$ cat config.mk
export PLATFORM = sky130hd
export DESIGN_NAME = cur_overlay
export DESIGN_NICKNAME = d
export VERILOG_FILES = /design/src/rtl/cur_ovl_pkg.sv /design/src/rtl/cur_line_fetch.sv /design/src/rtl/cur_pixel_mix.sv /design/src/rtl/cur_overlay.sv
export SDC_FILE = /design/constraint.sdc
export NUM_CORES = 1
export LEC_CHECK = 0
export BUFFER_PORTS_ARGS = -buffer_cell sky130_fd_sc_hd__clkbuf_2
export CORE_MARGIN = 10
export CORE_UTILIZATION = 59
export CTS_CLUSTER_SIZE = 25
export DETAILED_ROUTE_END_ITERATION = 6
export GPL_TIMING_DRIVEN = 0
export PLACE_DENSITY = 0.8
export SKIP_CTS_REPAIR_TIMING = 1
export SLEW_MARGIN = 20
export SYNTH_ARGS = -nofsm -noshare
export SYNTH_HDL_FRONTEND = slang
export SYNTH_HIERARCHICAL = 1
export SYNTH_SLANG_ARGS = --single-unit
$ cat constraint.sdc
create_clock -name clk -period 6.6 [get_ports clk]
set_input_delay 1.32 -clock clk [delete_from_list [all_inputs] [get_ports clk]]
set_output_delay 1.32 -clock clk [all_outputs]
set_load 0.05 [all_outputs]
$ cat src/rtl/cur_ovl_pkg.sv
package cur_ovl_pkg;

  typedef logic [7:0] pix_t;

  typedef enum logic [1:0] {
    AB_00 = 2'b00,
    AB_01 = 2'b01,
    AB_10 = 2'b10,
    AB_11 = 2'b11
  } ab_code_e;

  // Select the output pixel for one cursor code in either mapping mode.
  function automatic pix_t mix_pixel(input ab_code_e code, input logic x11,
                                     input pix_t scr, input pix_t fg, input pix_t bg);
    pix_t r;
    if (x11) begin
      unique case (code)
        AB_10:   r = bg;
        AB_11:   r = fg;
        default: r = scr;
      endcase
    end else begin
      unique case (code)
        AB_00:   r = bg;
        AB_01:   r = fg;
        AB_10:   r = scr;
        default: r = ~scr;
      endcase
    end
    return r;
  endfunction

endpackage

$ cat src/rtl/cur_line_fetch.sv
module cur_line_fetch
  import cur_ovl_pkg::*;
#(
  parameter int COORD_W = 11,
  parameter int ADDR_W  = 20,
  parameter int BASE_W  = 13,
  parameter int DIM     = 64,
  localparam int OFF_W      = $clog2(DIM),
  localparam int LINE_BYTES = DIM / 4
) (
  input  logic                              clk,
  input  logic                              rst_n,
  input  logic                              line_go,
  input  logic [COORD_W-1:0]                line_y,
  input  logic [COORD_W-1:0]                org_y,
  input  logic [BASE_W-1:0]                 base_addr,
  input  logic [OFF_W-1:0]                  off_y,
  input  logic                              cur_on,
  input  logic                              late_now,
  output logic                              busy,
  output logic                              line_hit,
  output logic [LINE_BYTES-1:0][7:0]        act_line,
  output logic                              mem_req_valid,
  input  logic                              mem_req_ready,
  output logic [ADDR_W-1:0]                 mem_req_addr,
  input  logic                              mem_rsp_valid,
  input  logic [7:0]                        mem_rsp_data
);

  localparam int IDX_W    = $clog2(LINE_BYTES);
  localparam int CNT_W    = IDX_W + 1;
  localparam int KB_SHIFT = 10;

  logic                       busy_q, hit_q, drop_q;
  logic [CNT_W-1:0]           req_cnt_q, rsp_cnt_q;
  logic [ADDR_W-1:0]          line_addr_q;
  logic [LINE_BYTES-1:0][7:0] stage_q, stage_d, act_q;

  logic [COORD_W:0]  dy;
  logic [OFF_W:0]    row_lim;
  logic              row_hit;
  logic [OFF_W-1:0]  row;
  logic [ADDR_W-1:0] start_addr;
  logic              accept, req_fire, last_byte;

  always_comb begin
    dy         = {1'b0, line_y} - {1'b0, org_y};
    row_lim    = (OFF_W+1)'(DIM) - {1'b0, off_y};
    row_hit    = cur_on && !dy[COORD_W] && (dy[COORD_W-1:0] < COORD_W'(row_lim));
    row        = dy[OFF_W-1:0] + off_y;
    start_addr = (ADDR_W'(base_addr) << KB_SHIFT) + (ADDR_W'(row) << IDX_W);
  end

  assign accept        = line_go && !busy_q;
  assign mem_req_valid = busy_q && (req_cnt_q < CNT_W'(LINE_BYTES));
  assign mem_req_addr  = line_addr_q + ADDR_W'(req_cnt_q);
  assign req_fire      = mem_req_valid && mem_req_ready;
  assign last_byte     = busy_q && mem_rsp_valid && (rsp_cnt_q == CNT_W'(LINE_BYTES - 1));

  always_comb begin
    stage_d = stage_q;
    if (busy_q && mem_rsp_valid) stage_d[rsp_cnt_q[IDX_W-1:0]] = mem_rsp_data;
  end

  always_ff @(posedge clk) begin
    if (!rst_n) begin
      busy_q      <= 1'b0;
      hit_q       <= 1'b0;
      drop_q      <= 1'b0;
      req_cnt_q   <= '0;
      rsp_cnt_q   <= '0;
      line_addr_q <= '0;
      stage_q     <= '0;
      act_q       <= '0;
    end else if (accept) begin
      hit_q       <= row_hit;
      busy_q      <= row_hit;
      drop_q      <= 1'b0;
      req_cnt_q   <= '0;
      rsp_cnt_q   <= '0;
      line_addr_q <= start_addr;
    end else if (busy_q) begin
      if (req_fire)      req_cnt_q <= req_cnt_q + 1'b1;
      if (mem_rsp_valid) rsp_cnt_q <= rsp_cnt_q + 1'b1;
      if (late_now)      drop_q    <= 1'b1;
      stage_q <= stage_d;
      if (last_byte) begin
        busy_q <= 1'b0;
        if (!(drop_q || late_now)) act_q <= stage_d;
      end
    end
  end

  assign busy     = busy_q;
  assign line_hit = hit_q;
  assign act_line = act_q;

endmodule

$ cat src/rtl/cur_pixel_mix.sv
module cur_pixel_mix
  import cur_ovl_pkg::*;
#(
  parameter int COORD_W = 11,
  parameter int DIM     = 64,
  localparam int OFF_W      = $clog2(DIM),
  localparam int LINE_BYTES = DIM / 4
) (
  input  logic                       clk,
  input  logic                       rst_n,
  input  logic                       in_valid,
  input  logic [COORD_W-1:0]         in_x,
  input  pix_t                       in_pix,
  input  logic                       in_hsync,
  input  logic                       in_vsync,
  input  logic                       cur_on,
  input  logic                       x11_mode,
  input  logic [COORD_W-1:0]         org_x,
  input  logic [OFF_W-1:0]           off_x,
  input  pix_t                       fg_col,
  input  pix_t                       bg_col,
  input  logic                       line_hit,
  input  logic                       fetch_busy,
  input  logic [LINE_BYTES-1:0][7:0] act_line,
  output logic                       late_now,
  output logic                       out_valid,
  output pix_t                       out_pix,
  output logic                       out_hsync,
  output logic                       out_vsync,
  output logic                       out_late
);

  localparam int GROUPS = DIM / 16;
  localparam int GRP_W  = OFF_W - 4;

  logic [GROUPS-1:0][15:0] a_word, b_word;

  for (genvar g = 0; g < GROUPS; g++) begin : g_words
    assign a_word[g] = {act_line[4*g],     act_line[4*g + 1]};
    assign b_word[g] = {act_line[4*g + 2], act_line[4*g + 3]};
  end

  logic [COORD_W:0] dx;
  logic [OFF_W:0]   col_lim;
  logic             col_hit, ovl;
  logic [OFF_W-1:0] col;
  logic [GRP_W-1:0] grp;
  logic [3:0]       bsel;
  ab_code_e         code;
  pix_t             mixed;

  always_comb begin
    dx      = {1'b0, in_x} - {1'b0, org_x};
    col_lim = (OFF_W+1)'(DIM) - {1'b0, off_x};
    col_hit = !dx[COORD_W] && (dx[COORD_W-1:0] < COORD_W'(col_lim));
    col     = dx[OFF_W-1:0] + off_x;
    grp     = col[OFF_W-1:4];
    bsel    = ~col[3:0];
    code    = ab_code_e'({a_word[grp][bsel], b_word[grp][bsel]});
    mixed   = mix_pixel(code, x11_mode, in_pix, fg_col, bg_col);
    ovl     = in_valid && cur_on && line_hit && col_hit;
  end

  assign late_now = ovl && (dx == '0) && fetch_busy;

  always_ff @(posedge clk) begin
    if (!rst_n) begin
      out_valid <= 1'b0;
      out_pix   <= '0;
      out_hsync <= 1'b0;
      out_vsync <= 1'b0;
      out_late  <= 1'b0;
    end else begin
      out_valid <= in_valid;
      out_pix   <= ovl ? mixed : in_pix;
      out_hsync <= in_hsync;
      out_vsync <= in_vsync;
      out_late  <= late_now;
    end
  end

endmodule

$ cat src/rtl/cur_overlay.sv
module cur_overlay
  import cur_ovl_pkg::*;
#(
  parameter int COORD_W = 11,
  parameter int ADDR_W  = 20,
  parameter int BASE_W  = 13,
  parameter int DIM     = 64,
  localparam int OFF_W      = $clog2(DIM),
  localparam int LINE_BYTES = DIM / 4
) (
  input  logic               clk,
  input  logic               rst_n,
  input  logic               in_valid,
  input  logic [COORD_W-1:0] in_x,
  input  logic [7:0]         in_pix,
  input  logic               in_hsync,
  input  logic               in_vsync,
  input  logic               cur_en,
  input  logic               gfx_mode,
  input  logic               x11_mode,
  input  logic [COORD_W-1:0] org_x,
  input  logic [COORD_W-1:0] org_y,
  input  logic [BASE_W-1:0]  base_addr,
  input  logic [OFF_W-1:0]   off_x,
  input  logic [OFF_W-1:0]   off_y,
  input  logic [7:0]         fg_col,
  input  logic [7:0]         bg_col,
  input  logic               line_go,
  input  logic [COORD_W-1:0] line_y,
  output logic               fetch_busy,
  output logic               mem_req_valid,
  input  logic               mem_req_ready,
  output logic [ADDR_W-1:0]  mem_req_addr,
  input  logic               mem_rsp_valid,
  input  logic [7:0]         mem_rsp_data,
  output logic               out_valid,
  output logic [7:0]         out_pix,
  output logic               out_hsync,
  output logic               out_vsync,
  output logic               out_late
);

  logic                       cur_on, line_hit, late_now;
  logic [LINE_BYTES-1:0][7:0] act_line;

  assign cur_on = cur_en && gfx_mode;

  cur_line_fetch #(
    .COORD_W(COORD_W), .ADDR_W(ADDR_W), .BASE_W(BASE_W), .DIM(DIM)
  ) u_fetch (
    .clk          (clk),
    .rst_n        (rst_n),
    .line_go      (line_go),
    .line_y       (line_y),
    .org_y        (org_y),
    .base_addr    (base_addr),
    .off_y        (off_y),
    .cur_on       (cur_on),
    .late_now     (late_now),
    .busy         (fetch_busy),
    .line_hit     (line_hit),
    .act_line     (act_line),
    .mem_req_valid(mem_req_valid),
    .mem_req_ready(mem_req_ready),
    .mem_req_addr (mem_req_addr),
    .mem_rsp_valid(mem_rsp_valid),
    .mem_rsp_data (mem_rsp_data)
  );

  cur_pixel_mix #(
    .COORD_W(COORD_W), .DIM(DIM)
  ) u_mix (
    .clk       (clk),
    .rst_n     (rst_n),
    .in_valid  (in_valid),
    .in_x      (in_x),
    .in_pix    (in_pix),
    .in_hsync  (in_hsync),
    .in_vsync  (in_vsync),
    .cur_on    (cur_on),
    .x11_mode  (x11_mode),
    .org_x     (org_x),
    .off_x     (off_x),
    .fg_col    (fg_col),
    .bg_col    (bg_col),
    .line_hit  (line_hit),
    .fetch_busy(fetch_busy),
    .act_line  (act_line),
    .late_now  (late_now),
    .out_valid (out_valid),
    .out_pix   (out_pix),
    .out_hsync (out_hsync),
    .out_vsync (out_vsync),
    .out_late  (out_late)
  );

endmodule

==> flow_summary.ini <==
[floorplan]
rows = 56
core_um2 = 23700
fp.dieW_um = 176
start_util_pct = 60.5
die_height_um = 176
dieArea_um2 = 30900
io_pins = 146

[routing]
wire_per_inst_um = 22.1
num_vias = 12401
drtAntennaViolNets = 0
drt_iter0_markers = 1178
vias_per_cell = 6.09
drc = 0
firstDrtPassIters = 7
wl_um = 45000

[logic_synthesis]
synth.yosys.seq_area_share_pct = 41.5
yosysWarnings = 6
synth.distinct_cells = 92
synth-seq-cells = 297
synth.avg_cell_area_um2 = 9.44
async_flop_share_pct = 0
yosys-top-cells-area = dfxtp_1 42%, mux2i_1 11%, nor2_1 7.8%, a211oi_1 7.3%, ha_1 4.9%
synth.most_common_cell = nor2_1
synth-edff-count = 0
synth_fp_nets = 1690
synth_ff_type = dfxtp_1
synth_top_area_share_pct = 41.5
synth_top_area_cell = dfxtp_1
synth_commonest_cells = 298 x nor2_1, 297 x dfxtp_1, 160 x mux2i_1
syn_area_um2 = 14300
synth_cells = 1518

[job]
max_cap_violations = 0

[clock_tree]
cts_made_buffers = 31
clk_latency_ns = 0.59
cts_tree = built
clock_path_buffers = 3
clk_pin_slew_worst_paths_ns = 0.06
cts_root_buf = clkbuf_16
h-tree-depth = 1
clock_sinks = 297

[sta]
skew_ns = 0.0147
min_period_ns = 6.47
worst_pin_slew_ns = 1.01
fmax_mhz = 155
timing_hold_violations_final = 0
fin_hold_ws_ns = 0.465
relSlewSlack_pct = 32.9
maxSlewViolCount = 0
tns_ns = 0
period_share_pct = 98.0
setup_viol = 0
rsz0062_at_grt = false

[global_routing]
grt.total_usage_pct = 27.8
antenna_found_initial = 0
grt_pass1_vias = 12032
overflow = 0
grt_max_degree = 17
grt_pass1_wl_um = 68100

[layout]
syn_to_final_growth_pct = 15.4
insertedDiodeCount = 0
final_net_count = 1865
instances_no_fill = 2037
drive_above_1_share_pct = 16.5
fin_area_um2 = 16500

[min_path]
hp-start = u_fetch/line_hit$_SDFFE_PN0P_
min_delay_path_depth = 2
hold_end = u_fetch/line_hit$_SDFFE_PN0P_
worstHoldPathType = reg2reg

[worst_setup_path]
crit_path_max_fanout = 10
rr_endpoint = u_fetch/act_line[53]$_SDFFE_PN0P_
r2r_slack_ns = 3.19
r2r_cells = 8
end_kind = register
critPathRequiredTime_ns = 7.06
worstSetupPathType = in2reg
startpoint_type = input port
arrival_ns = 6.93
rr_startpoint = u_fetch/line_hit$_SDFFE_PN0P_

[placement]
gp_congestion = 1.00
io_buffer_count = 142
dp_cells = 1979
dpl_cell_area_um2 = 15400
dp_hpwl_um = 33500

[status]
status = finished, final reports clean

[power_and_ir_drop]
p_leak_nw = 6.57
peakVddDrop_mv = 0.234
powerDensity_nw_per_um2 = 283
## power by group
group	internal (W)	total, W	switching (W)
Combinational	0.000367	0.00102	0.000649
Clock	0.00109	0.00184	0.000750
Sequential	0.00181	0.00182	0.0000129
Total	0.00326	0.00468	0.00141
## registers in the layout, indices dropped and copies added, names as in the netlist, 5 cells and up
name,count
u_fetch/act_line,128
u_fetch/line_addr_q,16
u_fetch/req_cnt_q,5
u_fetch/rsp_cnt_q,5
u_fetch/stage_q,128
u_mix/out_pix,8
## metal layers
metal / part of all wire (%) / global-route usage, %
met1: 40 / 34.1
met2: 45 / 45.6
met3: 9.3 / 5.96
met4: 5.1 / 13.5
met5: 0 / 0
## placed cells by master (no fill, tap or decap), types with 4 or more instances in the layout
master / count
o21ai_0: 24
buf_1: 8
mux4_2: 12
ha_1: 56
inv_1: 51
nand2b_1: 12
o221a_1: 8
nand2_2: 4
clkbuf_8: 9
and2_1: 10
dfxtp_1: 297
fa_1: 4
nor2_1: 298
and3_1: 22
nand3_2: 5
xnor2_1: 31
a22o_1: 17
mux2_2: 4
clkbuf_16: 31
mux2i_1: 160
clkbuf_2: 142
clkinv_2: 6
or3_1: 20
nand3_1: 27
nor2_4: 9
nand2_1: 37
a21oi_1: 25
a211oi_1: 140
nor3_1: 12
xor2_1: 19
buf_2: 18
a21o_1: 10
nor2b_1: 10
buf_4: 6
clkbuf_1: 64
o21a_1: 5
nand4_1: 8
## cell type report
type                            instances  area (um2)
Buffer                                 95         417
Clock buffer                           43         911
Clock inverter                         15         185
Fill cell                            1868        7150
Inverter                               52         195
Multi-Input combinational cell       1074        7770
Sequential cell                       297        5950
Tap cell                              319         399
Timing Repair Buffer                  142         711
## cell families (layout without fill, tap and decap cells)
| logic type | after synthesis | in the layout | synth area share (%) |
|---|---|---|---|
| AOI/OAI and AO/OA | 283 | 283 | 14.9 |
| and+or+nand+nor | 503 | 503 | 17.1 |
| buffers and inverters | 147 | 347 | 4.27 |
| adders and majority gates | 60 | 60 | 5.45 |
| DFF | 297 | 297 | 41.5 |
| xor gates and xnor gates | 52 | 52 | 3.41 |
| muxes | 176 | 176 | 13.4 |
## worst max path at each step
stage	from	endpoint	depth (start not counted)	slack, ns
6_report	in_x[0]	u_mix/out_pix[4]$_SDFF_PN0_	20	0.13
4_1_cts	in_x[0]	u_mix/out_pix[7]$_SDFF_PN0_	20	0.24
5_1_grt	in_x[0]	u_mix/out_pix[6]$_SDFF_PN0_	20	0.08
3_3_place_gp	in_x[0]	u_mix/out_pix[4]$_SDFF_PN0_	20	-0.36
3_5_place_dp	in_x[0]	u_mix/out_pix[4]$_SDFF_PN0_	20	-0.31
2_1_floorplan	in_x[0]	u_mix/out_pix[4]$_SDFF_PN0_	18	1.05
## worst max-delay path, cell delays in order
cell and delay (ns):
clkbuf_2 0.08, inv_1 0.04, ha_1 0.19, inv_1 0.07
fa_1 0.39, a21o_1 0.21, a21oi_1 0.22, xnor2_1 0.25
ha_1 0.37, a21oi_2 0.42, nand3_2 0.32, nand2_4 0.25
buf_6 0.19, mux2i_1 0.15, a2111oi_1 0.73, a2111oi_1 0.19
o32ai_4 0.63, nand2b_1 0.29, or3_1 0.36, and3_1 0.21
## per-stage QoR
stage          utilization [%]  setup slack (ns)  total power, W
2_1_floorplan                -              1.05         0.00256
3_5_place_dp              65.2            -0.312         0.00285
6_report                  69.8             0.132         0.00468
3_3_place_gp              65.2            -0.362         0.00284
4_1_cts                   69.8             0.241         0.00466
5_1_grt                   69.8            0.0838         0.00482
Power figures use the tool's default switching activity.
